<file path="src/rtl/frame_edge_pkg.sv">
package frame_edge_pkg;

  typedef enum logic [1:0] {
    MS_IDLE  = 2'd0,
    MS_ARMED = 2'd1,
    MS_DONE  = 2'd2
  } meas_state_e;

endpackage

</file>
<file path="src/rtl/frame_edge_pos_counter.sv">
module frame_edge_pos_counter #(
  parameter int FRAME_CLKS = 2048,
  localparam int CNT_W = $clog2(FRAME_CLKS)
) (
  input  logic             clk,
  input  logic             rst_n,
  input  logic             frame_sync,
  output logic [CNT_W-1:0] pos_cnt,
  output logic             synced
);

  localparam logic [CNT_W-1:0] LAST_POS = CNT_W'(FRAME_CLKS - 1);

  logic sync_q;
  logic sync_rise;

  assign sync_rise = frame_sync && !sync_q;

  always_ff @(posedge clk or negedge rst_n) begin
    if (!rst_n) begin
      sync_q  <= 1'b0;
      synced  <= 1'b0;
      pos_cnt <= '0;
    end else begin
      sync_q <= frame_sync;
      if (sync_rise) begin
        pos_cnt <= '0;
        synced  <= 1'b1;
      end else if (pos_cnt == LAST_POS) begin
        pos_cnt <= '0;
      end else begin
        pos_cnt <= pos_cnt + 1'b1;
      end
    end
  end

  assert_frame_wrap_R3: assert property (@(posedge clk) disable iff (!rst_n)
    (pos_cnt == LAST_POS && !sync_rise) |=> pos_cnt == '0);

  assert_sync_restart_R3: assert property (@(posedge clk) disable iff (!rst_n)
    (frame_sync && !sync_q) |=> pos_cnt == '0);

  assert_synced_sticky_R2: assert property (@(posedge clk) disable iff (!rst_n)
    synced |=> synced);

endmodule

</file>
<file path="src/rtl/frame_edge_sampler.sv">
module frame_edge_sampler #(
  parameter int NUM_IN = 6
) (
  input  logic              clk,
  input  logic              rst_n,
  input  logic [NUM_IN-1:0] meas_in,
  output logic [NUM_IN-1:0] rise_smp,
  output logic [NUM_IN-1:0] fall_smp,
  output logic [NUM_IN-1:0] prev_fall_smp
);

  for (genvar g = 0; g < NUM_IN; g++) begin : g_lane
    always_ff @(posedge clk or negedge rst_n) begin
      if (!rst_n) begin
        rise_smp[g]      <= 1'b0;
        prev_fall_smp[g] <= 1'b0;
      end else begin
        rise_smp[g]      <= meas_in[g];
        prev_fall_smp[g] <= fall_smp[g];
      end
    end

    always_ff @(negedge clk or negedge rst_n) begin
      if (!rst_n) begin
        fall_smp[g] <= 1'b0;
      end else begin
        fall_smp[g] <= meas_in[g];
      end
    end
  end

endmodule

</file>
<file path="src/rtl/frame_edge_capture.sv">
module frame_edge_capture
  import frame_edge_pkg::*;
#(
  parameter int NUM_IN = 6,
  parameter int CNT_W  = 11,
  parameter int SEL_W  = 3,
  localparam int RES_W = CNT_W + 1
) (
  input  logic              clk,
  input  logic              rst_n,
  input  logic              synced,
  input  logic [CNT_W-1:0]  pos_cnt,
  input  logic [NUM_IN-1:0] rise_smp,
  input  logic [NUM_IN-1:0] fall_smp,
  input  logic [NUM_IN-1:0] prev_fall_smp,
  input  logic              cmd_go,
  input  logic [SEL_W-1:0]  cmd_sel,
  output logic              busy,
  output logic              res_valid,
  input  logic              res_ready,
  output logic [RES_W-1:0]  res_data
);

  localparam logic [SEL_W:0] SEL_LIMIT = (SEL_W + 1)'(NUM_IN);

  meas_state_e      state_q;
  logic [SEL_W-1:0] sel_q;
  logic [RES_W-1:0] res_q;
  logic             pick_prev, pick_rise, pick_fall;
  logic             edge_at_rise, edge_at_fall, hit, sel_ok, cmd_take;

  always_comb begin
    pick_prev = 1'b0;
    pick_rise = 1'b0;
    pick_fall = 1'b0;
    for (int i = 0; i < NUM_IN; i++) begin
      if (sel_q == SEL_W'(i)) begin
        pick_prev = prev_fall_smp[i];
        pick_rise = rise_smp[i];
        pick_fall = fall_smp[i];
      end
    end
  end

  assign edge_at_rise = !pick_prev && pick_rise;
  assign edge_at_fall = !pick_rise && pick_fall;
  assign hit          = (state_q == MS_ARMED) && (edge_at_rise || edge_at_fall);
  assign sel_ok       = {1'b0, cmd_sel} < SEL_LIMIT;
  assign cmd_take     = cmd_go && sel_ok && synced && (state_q == MS_IDLE);

  always_ff @(posedge clk or negedge rst_n) begin
    if (!rst_n) begin
      state_q <= MS_IDLE;
      sel_q   <= '0;
      res_q   <= '0;
    end else begin
      unique case (state_q)
        MS_IDLE: if (cmd_take) begin
          state_q <= MS_ARMED;
          sel_q   <= cmd_sel;
        end
        MS_ARMED: if (hit) begin
          state_q <= MS_DONE;
          res_q   <= {pos_cnt, edge_at_fall};
        end
        MS_DONE: if (res_ready) begin
          state_q <= MS_IDLE;
        end
        default: state_q <= MS_IDLE;
      endcase
    end
  end

  assign busy      = (state_q == MS_ARMED);
  assign res_valid = (state_q == MS_DONE);
  assign res_data  = res_q;

  assert_no_arm_unsynced_R2: assert property (@(posedge clk) disable iff (!rst_n)
    (!synced && !busy) |=> !busy);

  assert_bad_index_R8: assert property (@(posedge clk) disable iff (!rst_n)
    (state_q == MS_IDLE && cmd_go && !sel_ok) |=> !busy);

  assert_sel_hold_R7: assert property (@(posedge clk) disable iff (!rst_n)
    busy |=> $stable(sel_q));

  assert_result_hold_R9: assert property (@(posedge clk) disable iff (!rst_n)
    (res_valid && !res_ready) |=> (res_valid && $stable(res_data)));

  assert_handshake_clears_R9: assert property (@(posedge clk) disable iff (!rst_n)
    (res_valid && res_ready) |=> !res_valid);

  assert_done_follows_busy_R10: assert property (@(posedge clk) disable iff (!rst_n)
    $rose(res_valid) |-> ($past(busy) && !busy));

endmodule

</file>
<file path="src/rtl/frame_edge_meter.sv">
module frame_edge_meter #(
  parameter int NUM_IN     = 6,
  parameter int FRAME_CLKS = 2048,
  localparam int SEL_W = (NUM_IN > 1) ? $clog2(NUM_IN) : 1,
  localparam int CNT_W = $clog2(FRAME_CLKS),
  localparam int RES_W = CNT_W + 1
) (
  input  logic              clk,
  input  logic              rst_n,
  input  logic              frame_sync,
  input  logic [NUM_IN-1:0] meas_in,
  input  logic              cmd_go,
  input  logic [SEL_W-1:0]  cmd_sel,
  output logic              busy,
  output logic              synced,
  output logic              res_valid,
  input  logic              res_ready,
  output logic [RES_W-1:0]  res_data
);

  logic [CNT_W-1:0]  pos_cnt;
  logic [NUM_IN-1:0] rise_smp, fall_smp, prev_fall_smp;

  frame_edge_pos_counter #(
    .FRAME_CLKS (FRAME_CLKS)
  ) u_pos (
    .clk        (clk),
    .rst_n      (rst_n),
    .frame_sync (frame_sync),
    .pos_cnt    (pos_cnt),
    .synced     (synced)
  );

  frame_edge_sampler #(
    .NUM_IN (NUM_IN)
  ) u_smp (
    .clk           (clk),
    .rst_n         (rst_n),
    .meas_in       (meas_in),
    .rise_smp      (rise_smp),
    .fall_smp      (fall_smp),
    .prev_fall_smp (prev_fall_smp)
  );

  frame_edge_capture #(
    .NUM_IN (NUM_IN),
    .CNT_W  (CNT_W),
    .SEL_W  (SEL_W)
  ) u_cap (
    .clk           (clk),
    .rst_n         (rst_n),
    .synced        (synced),
    .pos_cnt       (pos_cnt),
    .rise_smp      (rise_smp),
    .fall_smp      (fall_smp),
    .prev_fall_smp (prev_fall_smp),
    .cmd_go        (cmd_go),
    .cmd_sel       (cmd_sel),
    .busy          (busy),
    .res_valid     (res_valid),
    .res_ready     (res_ready),
    .res_data      (res_data)
  );

endmodule

</file>
<file path="config.mk">
export PLATFORM = sky130hd
export DESIGN_NAME = frame_edge_meter
export DESIGN_NICKNAME = d
export VERILOG_FILES = /design/src/rtl/frame_edge_pkg.sv /design/src/rtl/frame_edge_pos_counter.sv /design/src/rtl/frame_edge_sampler.sv /design/src/rtl/frame_edge_capture.sv /design/src/rtl/frame_edge_meter.sv
export SDC_FILE = /design/constraint.sdc
export NUM_CORES = 1
export LEC_CHECK = 0
export BUFFER_PORTS_ARGS = -buffer_cell sky130_fd_sc_hd__buf_4
export CAP_MARGIN = 10
export CORE_MARGIN = 2
export CORE_UTILIZATION = 59
export CTS_CLUSTER_DIAMETER = 100
export DETAILED_ROUTE_END_ITERATION = 8
export GPL_TIMING_DRIVEN = 0
export PLACE_DENSITY = 0.9
export SYNTH_ARGS = -nofsm -noshare
export SYNTH_HDL_FRONTEND = slang
export SYNTH_SLANG_ARGS = --single-unit
export TNS_END_PERCENT = 50
</file>
<file path="constraint.sdc">
create_clock -name clk -period 4.45 [get_ports clk]
set_input_delay 0.2225 -clock clk [delete_from_list [all_inputs] [get_ports clk]]
set_output_delay 0.2225 -clock clk [all_outputs]
set_load 0.01 [all_outputs]
</file>
## After elaboration in Yosys (flattened, before gate mapping)

Index checks and enable logic that the tools add are counted.

- Output and inout bits: 15
- Register bits: 48
- Bits of input ports: 14
- Word-level logic and storage cells: 77

- Magnitude comparators: 1
- Add/sub/neg operators: 1
- Reduce and logical (&&, ||, !) cells: 16
- Muxes and demuxes: 24
- Equality and inequality tests: 11

Operators by type and width:

| operator | count |
|---|---|
| $mux 11 | 2 |
| $mux 1 | 18 |
| $add 11x1->11 const B | 1 |
| $eq 11x11->1 const B | 1 |
| $logic_and 1x1->1 | 7 |
| $eq 3x2->1 const B | 2 |
| $eq 3x3->1 const B | 2 |
| $mux 2 | 3 |
| $ne 2x1->1 const B | 3 |
| $pmux 2 s3 | 1 |
| $reduce_and 2->1 | 2 |
| $eq 3x1->1 const B | 1 |
| $logic_not 1->1 | 3 |
| $logic_not 3->1 | 1 |
| $lt 3x3->1 const B | 1 |
| $reduce_and 3->1 | 1 |
| $eq 2x1->1 const B | 1 |
| $eq 2x2->1 const B | 1 |
| $logic_not 2->1 | 1 |
| $logic_or 1x1->1 | 1 |

## Longest topological paths before layout

- Depth after elaboration: 13
- Mapped depth: 7
- Mapped depth without buffers: 5

## Modules after synthesis

A second synthesis with hierarchy kept.

- Cells, all modules: 138
- Area total of the unflattened synthesis: 1908.1 um^2

Modules (own cells, without submodules):

| module | seq. area each (um^2) | area an instance (um^2) | times used | cells an instance |
|---|---|---|---|---|
| frame_edge_capture | 425.4 | 873.3 | 1 | 64 |
| frame_edge_pos_counter | 325.3 | 584.3 | 1 | 56 |
| frame_edge_sampler | 450.4 | 450.4 | 1 | 18 |

==> impl_metrics.json <==
{
  "die_w_um": 60.8,
  "core_sq_mm": 0.00305,
  "clk-insertion-delay-late_ps": 360,
  "p_sw_uw": 380,
  "swShare_pct": 32.5,
  "startpoint_type": "flop",
  "post_cts_buffers": 0,
  "area_growth_pct": 21.2,
  "syn-cell-area_sq_mm": 0.00190,
  "critPathMaxStageDelay_ps": 440,
  "drcViolationCount": 0,
  "hp-class": "in -> reg",
  "grt.total_usage_pct": 21.2,
  "ys_async_sr_fraction_pct": 100,
  "synth_edf_count": 0,
  "avgSynthCellArea_sq_um": 14.0,
  "cts_buffers": 5,
  "syn_nets": 151,
  "p_leak_nw": 1.15,
  "cts-root-buf": "clkbuf_4",
  "vias_per_cell": 5.29,
  "grt_max_degree": 49,
  "grt_pass1_wl_mm": 5.54,
  "max_cap_viol_count": 0,
  "grt_pass1_vias": 1170,
  "path_clk_slew_ps": 120,
  "cts_tree": "built",
  "drive_gt1_share_pct": 30.6,
  "routed_wirelength_mm": 3.43,
  "ys_ff_latch": 48,
  "htreeDepth": 2,
  "share_seq_of_total_power_pct": 47.2,
  "internal_power_uw": 790,
  "cts.path.max_buffers": 2,
  "critPathCaptureType": "flop",
  "dr.pass1.iters": 4,
  "path_cells": "mux2i_1 -> a22o_1 -> a211oi_2 -> o21ai_2 -> buf_6 -> mux2_4",
  "die_h_um": 60.8,
  "synth-main-ff-cell": "dfrtp_1",
  "grt-ovfl-total": 0,
  "cp_data_required_time_ps": 4710,
  "p_comb_share_pct": 35.6,
  "num_io_pins": 29,
  "yosys_warnings": 0,
  "final_cell_mix": "dfrtp_1, buf_4, nor2_1",
  "ant_nets": 0,
  "status": "finished clean",
  "ys_types": 32,
  "gp_congestion": 0.828,
  "port_buffers": 28,
  "path_class": "reg -> reg",
  "dr.first_iter.drc_count": 38,
  "p_clk_share_pct": 17.1,
  "final_common_cell": "dfrtp_1",
  "start_util_pct": 62.3,
  "slew_headroom_pct": 61.2,
  "rsz0062_at_grt": "false",
  "setup_violations": 0,
  "dp_hpwl_mm": 2.45,
  "layout.nets": 194,
  "worstMarginPinSlew_ps": 582,
  "maxSlewViolCount": 0,
  "cp_slowest_cell": "dfrtn_1",
  "setup_slack_ps": 457,
  "clock-sinks": 48,
  "finClkSkew_ps": 23.4,
  "yosysSeqAreaShare_pct": 63.1,
  "hold_viol": 0,
  "critPathTopFamily": "compound AO/OA/AOI/OAI gates",
  "avgRoutedWirePerCell_um": 15.3,
  "vdd_drop_max_mv": 0.344,
  "critPathMaxFanout": 10,
  "n_fill_cell": 210,
  "cp.arrival_ps": 4250,
  "num_antenna_cells": 0,
  "num_rows": 20,
  "fin_tns_setup_ps": 0,
  "cp_num_buf_inv": 1,
  "antenna_found_initial": 0,
  "die_area_sq_mm": 0.00370,
  "netlist_instances": 136,
  "power_density_mw_per_mm2": 507,
  "dpl_worst_slack_ps": 488,
  "vias": 1186
}
-- metrics by stage --
stage | cell area, sq um | hold slack (ps) | instances | power, mW | utilization, %
CTS | 2310 | 92.0 | 224 | 1.18 | 75.6
floorplan | 1900 | -73.1 | 136 | 0.843 | -
finish | 2310 | 95.4 | 224 | 1.17 | 75.6
detailed placement | 2170 | 263 | 208 | 0.968 | 71.0
global placement | 2170 | 243 | 208 | 0.939 | 71.0
global route | 2310 | 81.7 | 224 | 1.23 | 75.6
-- flip-flops by register name (all words and copies together) (netlist names) --
register             flops
u_cap.res_data          12
u_pos.pos_cnt           11
u_smp.fall_smp           6
u_smp.prev_fall_smp      6
u_smp.rise_smp           6
u_cap.sel_q              3
u_cap.state_q            2
u_pos.sync_q             1
u_pos.synced             1
-- layout make-up --
cell class,count,area [sq um],area share [%]
Tap cell,44,55.1,2.39
Buffer,3,27.5,1.19
Inverter,3,11.3,0.488
Timing Repair Buffer,36,290,12.6
Multi-Input combinational cell,82,663,28.7
Clock buffer,8,58.8,2.55
Sequential cell,48,1200,52.1
-- timing repair --
action	in CTS	in global routing
hold endpoints to repair	49	0
resized for setup	0	0
hold buffers	8	0
-- power groups by stage --
stage / registers, mW / logic, mW / clock network (mW)
2_1_floorplan: 0.555 / 0.287 / 0
3_3_place_gp: 0.552 / 0.387 / 0
3_5_place_dp: 0.560 / 0.408 / 0
4_1_cts: 0.551 / 0.416 / 0.209
5_1_grt: 0.557 / 0.451 / 0.225
6_report: 0.552 / 0.417 / 0.201
-- Yosys cell counts (all sizes together) (2+ instances only) --
master	count	area share, %
nand2	3	0.59
nor2	14	2.8
a22o	2	0.92
buf	3	1.4
dfrtp	42	55
and3	2	0.66
a22oi	2	0.79
xnor2	4	1.8
nor2b	2	0.66
mux2i	9	4.7
nand3	3	0.79
nand4	2	0.66
xor2	5	2.3
mux2	14	10
a211oi	2	1.3
dfrtn	6	7.9
and4	2	0.92
o21ai	4	1.2
inv	3	0.59
o21a	2	0.79
nand2b	2	0.66
-- worst reg2reg max path: cells and delay by family (launching register included) --
| family | cells | cell delay [ps] |
|---|---|---|
| compound gates | 3 | 690 |
| flops | 1 | 440 |
| mux | 2 | 380 |
| buf+inv | 1 | 180 |
-- per-layer routing --
layer / GRT usage, % / vias up / wire length (um)
li1: - / 553 / -
met2: 33.9 / 40 / 1740
met1: 28.0 / 587 / 1470
met3: 6.40 / 6 / 179
met4: 6.52 / 0 / 49
met5: 0 / - / 0
-- worst paths after layout --
kind	startpoint	end	slack, ps	cells after the start
setup / recovery	u_smp.fall_smp[2]	u_cap.res_data[5]	460	6
hold / removal	res_ready	u_cap.state_q[1]	100	2
setup reg to reg	u_smp.fall_smp[2]	u_cap.res_data[5]	460	6
hold reg to reg	u_pos.synced	u_pos.synced	520	1
max in group asynchronous	rst_n	u_smp.fall_smp[1]	1510	2
min in group asynchronous	rst_n	u_smp.rise_smp[2]	380	2
-- cell families after synthesis --
group           after synthesis  synth area share (%)
simple gates                 33                  8.61
buf+inv                       6                  2.04
xor+xnor                      9                  4.14
compound gates               16                  6.64
fa+ha+maj                     1                 0.657
flops                        48                  63.1
mux                          23                  14.8
Note: power is estimated with default switching activity, not from simulation.
